### src/rtl/sr_barrier.sv
module sr_barrier #(
  parameter int PARTIES = 4
) (
  input  logic               clk,
  input  logic               rst_n,
  input  logic [PARTIES-1:0] arrive,
  input  logic [PARTIES-1:0] arr_sense,
  output logic [PARTIES-1:0] go,
  output logic               gflag,
  output logic [PARTIES-1:0] dup_err
);
  localparam int CW = $clog2(PARTIES + 1);
  localparam logic [CW:0] FULL = (CW+1)'(PARTIES);

  logic [CW-1:0]      cnt;
  logic [PARTIES-1:0] seen;
  logic [PARTIES-1:0] lsense;
  logic [CW-1:0]      add;
  logic               pick;
  logic               found;
  logic [CW:0]        total;
  logic               done;

  wire [PARTIES-1:0] fresh = arrive & ~seen;

  always_comb begin
    add   = '0;
    pick  = 1'b0;
    found = 1'b0;
    for (int i = 0; i < PARTIES; i++) begin
      if (fresh[i]) begin
        add = add + CW'(1);
        if (!found) begin
          pick  = arr_sense[i];
          found = 1'b1;
        end
      end
    end
  end

  assign total = {1'b0, cnt} + {1'b0, add};
  assign done  = (total == FULL);
  assign go    = ~({PARTIES{gflag}} ^ lsense);

  always_ff @(posedge clk) begin
    if (!rst_n) begin
      cnt     <= '0;
      seen    <= '0;
      lsense  <= '0;
      gflag   <= 1'b0;
      dup_err <= '0;
    end else begin
      dup_err <= arrive & seen;
      lsense  <= (lsense & ~fresh) | (arr_sense & fresh);
      if (done) begin
        cnt   <= '0;
        seen  <= '0;
        gflag <= pick;
      end else begin
        cnt  <= total[CW-1:0];
        seen <= seen | fresh;
      end
    end
  end
endmodule

### config.mk
export PLATFORM = sky130hd
export DESIGN_NAME = sr_barrier
export DESIGN_NICKNAME = d
export VERILOG_FILES = /design/src/rtl/sr_barrier.sv
export SDC_FILE = /design/constraint.sdc
export NUM_CORES = 1
export LEC_CHECK = 0
export BUFFER_PORTS_ARGS = -buffer_cell sky130_fd_sc_hd__buf_2
export CAP_MARGIN = 0
export CORE_ASPECT_RATIO = 0.9
export CORE_MARGIN = 5
export CORE_UTILIZATION = 35
export CTS_BUF_LIST = sky130_fd_sc_hd__clkbuf_16
export CTS_CLUSTER_DIAMETER = 150
export DETAILED_ROUTE_END_ITERATION = 8
export SETUP_SLACK_MARGIN = 0.3
export SLEW_MARGIN = 30
export SYNTH_ARGS = -nofsm -noshare
export SYNTH_HDL_FRONTEND = slang
export SYNTH_SLANG_ARGS = --single-unit
### constraint.sdc
create_clock -name clk -period 3.4 [get_ports clk]
set_input_delay 0.85 -clock clk [delete_from_list [all_inputs] [get_ports clk]]
set_output_delay 0.85 -clock clk [all_outputs]
set_load 0.005 [all_outputs]
After elaboration in Yosys (flattened, before gate mapping)
Index checks and enable logic that the tools add are counted.

Muxes and demuxes: 14. $add $sub $neg: 4. Eq/ne operators: 1. $lt $le $gt $ge: 0. Reduce and logical (&&, ||, !) cells: 1. Div/mod/pow operators: 0. Shifts and indexed selects: 0. Multipliers: 0. Bitwise operators: 11.

Operators by type and width (number): AND 4 bit (4); inverter 4 bit (3); two-way mux 1 bit (11); adder 3 x 1 -> 3 bit, second input constant (3); two-way mux 3 bit (3); OR 4 bit (2); adder 3 x 3 -> 4 bit (1); equality test 4 x 3 -> 1 bit, second input constant (1); XOR 4 bit (1); OR reduction 2 bit (1); inverter 1 bit (1).

Logic and storage cells: 36. Memories: 0. Flip-flop bits (word level): 16. Bits in writable memories: 0. Bits of input ports: 10. ROM bits: 0. Latch bits: 0.

Logic depth before layout (Yosys ltp)
Depth in word-level cells: 12. Depth in mapped cells: 13. Mapped depth without buffers: 13.

Least setup slack after synthesis
OpenSTA, ideal clock, no wires.

Path kind: input to register. From: input arrive[1]. To: register gflag. Arrival time: 3.300 ns. Stages on the path: 10. Slack: -0.022 ns. Required time: 3.278 ns. Setup time: 0.122 ns. Path through: nor2b_2 -> inv_1 -> ha_1 -> xnor2_1 -> ha_1 -> mux2_2 -> fa_1 -> nor3_1 -> o211ai_1 -> o311a_1.

Word-level cells in the longest chain between the ends: 8.

Ends and longest elaborated chain: start, declared (RTL line 6) `input logic [PARTIES-1:0] arrive,`; AND 4 bit (*) (RTL line 24) `wire [PARTIES-1:0] fresh = arrive & ~seen;`; two-way mux 3 bit (*) (RTL line 31) `if (fresh[i]) begin`; adder 3 x 1 -> 3 bit (RTL line 32) `add = add + CW'(1);`; two-way mux 3 bit (*) (RTL line 31); adder 3 x 1 -> 3 bit (RTL line 32); two-way mux 3 bit (*) (RTL line 31); adder 3 x 3 -> 4 bit (*) (RTL line 41) `assign total = {1'b0, cnt} + {1'b0, add};`; named net total[1] (RTL line 21) `logic [CW:0] total;`; equality test 4 x 3 -> 1 bit (*) (RTL line 42) `assign done = (total == FULL);`; end signal, assigned (RTL line 58) `gflag <= pick;`; end, declared (RTL line 9) `output logic gflag,`.

Mark *: on every way through the listed nets, which the timed path passes. The rest lies on a longest branch. A chain may end at the register's enable or synchronous reset.

Final worst setup path
From: input arrive[0]. To: register gflag.

Word-level cells in the longest chain between the ends: 10.

Ends and longest elaborated chain (RTL line): AND 4 bit (*) (24); two-way mux 1 bit (*) (31); adder 3 x 1 -> 3 bit (32); two-way mux 3 bit (*) (31); adder 3 x 1 -> 3 bit (32); two-way mux 3 bit (*) (31); adder 3 x 1 -> 3 bit (32); two-way mux 3 bit (*) (31); adder 3 x 3 -> 4 bit (*) (41); named net total[1] (21); equality test 4 x 3 -> 1 bit (*) (42).

Marked as above.

==> results.md <==
* CTS sink count at 16
* Status: complete, no violations
* Vias at 642
* DR WL/cell at 11.8 µm
* CP required at between 3 and 4 ns
* Die height at 55.7 µm
* Largest net degree at the start of global routing at 14
* Global route overflow at 0
* Tot GR Track Use at 0.114
* Synth top area share at 0.394
* Initial Util at 0.369
* R2r startpoint: seen[0]
* DRC viols at 0
* 1st-iter DRT viols at 5
* Vias in the first global route at 710
* Arr. time, crit path at 3.20 ns
* HP Class: reg2reg
* Hold Violations, Final at 0
* Seq/Total Area, Yosys at 0.394
* Clk Latency, worst-skew pair at 0.25 ns
* CTS Hold Bufs at 0
* Antenna Nets Post-Route at 0
* Die W at 60.8 µm
* Synth unique cells at 31
* Final Power at ~900 µW
* CTS tree: done
* Asr flop ratio synth at 0
* Area Overhead vs Synth at 35.5%
* Slew @ Worst Pin at 0.334 ns
* Final Cycle Share at 0.903
* CTS H-Tree Depth at 1
* Seq cells post-synth at 16
* Fmax at between 300 and 400 MHz
* Post-Place Cell Area at 976 µm²
* EDFF count, synth at 0
* CP Class: in2reg
* Ys Warns at 0
* TritonCTS Buffers at 3
* Worst reg2reg path depth at 11
* Syn avg cell area at 9.68 µm²
* Lkg Pwr at around 0.53 nW
* Worst vdd ir at 449 µV
* Setup violators final at 0
* Worst-path fanout max at 4
* Die area at 3390 µm²
* Cell area power density at 814 nW/µm²
* Number of fill cells in the layout at 215
* First-pass GRT wire length at 2940 µm
* Setup TNS at 0 ns
* Clock Tree Buf Depth at 2
* Syn nets at 100
* Tmin final at 3.07 ns
* Max_slew headroom at 0.776
* Worst Hold Depth at 2
* Post-route cell area at 1100 µm²
* Skew final at approximately 0.0042 ns
* Layout cells sized above 1 at 0.378
* Cell taking the most area after synthesis: dfxtp_1
* Drt pass-1 iters at 3
* Clk pin slew, worst setup/hold paths at 0.05 ns
* Drt via density at 4.65
* Mapped Area at slightly above 800 µm²
* I/O pin cnt at 19
* Max-cap violations at 0
* Root Driver: clkbuf_16
* RSZ-0062 raised after global routing: true
* Final Max Slew Viols at 0
* Cell Rows at 16
* Post-Syn Instances at 84
* Reg2reg end: gflag
* FF-to-FF setup slack at 0.68 ns
* Top post-synthesis cells by area: dfxtp_1 (39%), ha_1 (7.7%), xnor2_1 (7.5%)
* Synth Flop Type: dfxtp_1
* DP HPWL at 1260 µm
* Nets at ~130
* Initial antenna violation count at 0
* Crit end category: flip-flop
* Port bufs at 18
* GPL Wtd Cong at 0.721
* Core area at 2200 µm²
* ANT cells at 0
* CP Launch Type: primary input
* Final WL at approximately 1600 µm
-- per-stage QoR --
| stage | hold slack (ns) | std cells | utilization | worst slack [ns] |
|---|---|---|---|---|
| floorplan | 0.452 | 84 | - | 0.270 |
| global placement | 0.467 | 130 | 0.443 | 0.112 |
| detailed placement | 0.478 | 130 | 0.443 | 0.0477 |
| CTS | 0.485 | 135 | 0.482 | 0.310 |
| global route | 0.534 | 138 | 0.501 | 0.255 |
| finish | 0.477 | 138 | 0.501 | 0.330 |
-- critical path, cell delays in order --
cell,delay [ns]
buf_6,0.07
nor2b_4,0.14
inv_2,0.06
ha_4,0.25
xnor2_2,0.14
ha_1,0.28
mux2_4,0.29
fa_2,0.54
nor3_2,0.04
o211ai_1,0.15
or2b_1,0.27
o311a_1,0.12
-- logic make-up after synthesis --
family                   count (synthesis)  synth area share
flip-flops                              16             0.394
XOR/XNOR                                 8            0.0862
buffers and inverters                    7            0.0461
adder cells (fa/ha/maj)                  6             0.102
AND/OR/NAND/NOR                         36             0.258
multiplexers                             4            0.0508
AO/OA/AOI/OAI                            7            0.0631
-- metal layers --
layer,wire [µm],vias to the layer above,GRT usage
met1,682,297,0.122
met4,36,0,0.0557
met5,0,-,0
li1,-,333,-
met2,851,8,0.197
met3,59,4,0.0325
-- power by group --
group          internal, mW  leakage, nW  total, mW  switching (mW)
sequential            0.236        0.132      0.275          0.0395
clock                 0.156       0.0385      0.228          0.0720
combinational         0.224        0.356      0.394           0.170
-- layout by cell type (no fill, tap or decap), types with 2 or more instances in the layout --
master / instances
dfxtp_1: 16
buf_2: 16
nor2_1: 9
buf_4: 8
nand2_1: 7
xnor2_1: 6
and3_1: 4
ha_1: 4
mux2i_1: 3
clkbuf_16: 3
nor2b_4: 2
inv_2: 2
inv_1: 2
nand2b_4: 2
nand3_1: 2
nor2b_1: 2
a21boi_0: 2
and2_1: 2
buf_6: 2
-- cell type report --
cell class	instances	area [µm²]	area share
Timing Repair Buffer	26	163	0.148
Tap cell	27	33.8	0.0306
Clock buffer	3	75.1	0.0681
Inverter	4	15.0	0.0136
Multi-Input combinational cell	61	492	0.446
Sequential cell	16	320	0.291
Clock inverter	1	3.75	0.00341
-- worst max path at each step --
| stage | endpoint | startpoint | depth (start not counted) |
|---|---|---|---|
| 6_report | gflag | arrive[0] | 12 |
| 5_1_grt | gflag | arrive[0] | 12 |
| 3_5_place_dp | gflag | arrive[0] | 12 |
| 4_1_cts | gflag | arrive[1] | 12 |
| 3_3_place_gp | gflag | arrive[0] | 12 |
| 2_1_floorplan | gflag | arrive[0] | 11 |
-- timing repair --
item                                    4_1_cts  5_1_grt
pin swaps                                     2        4
endpoints found under the setup margin        1        3
gates resized for setup                       1        3
endpoints found under the hold margin         0        0
buffers inserted                              1        3
-- cell usage after synthesis (all sizes together), types with 3 or more instances --
cell,number
nor2b,4
xnor2,7
mux2i,3
ha,5
inv,4
nor2,9
nand2,7
and3,5
dfxtp,16
(Power assumes the default switching activity.)
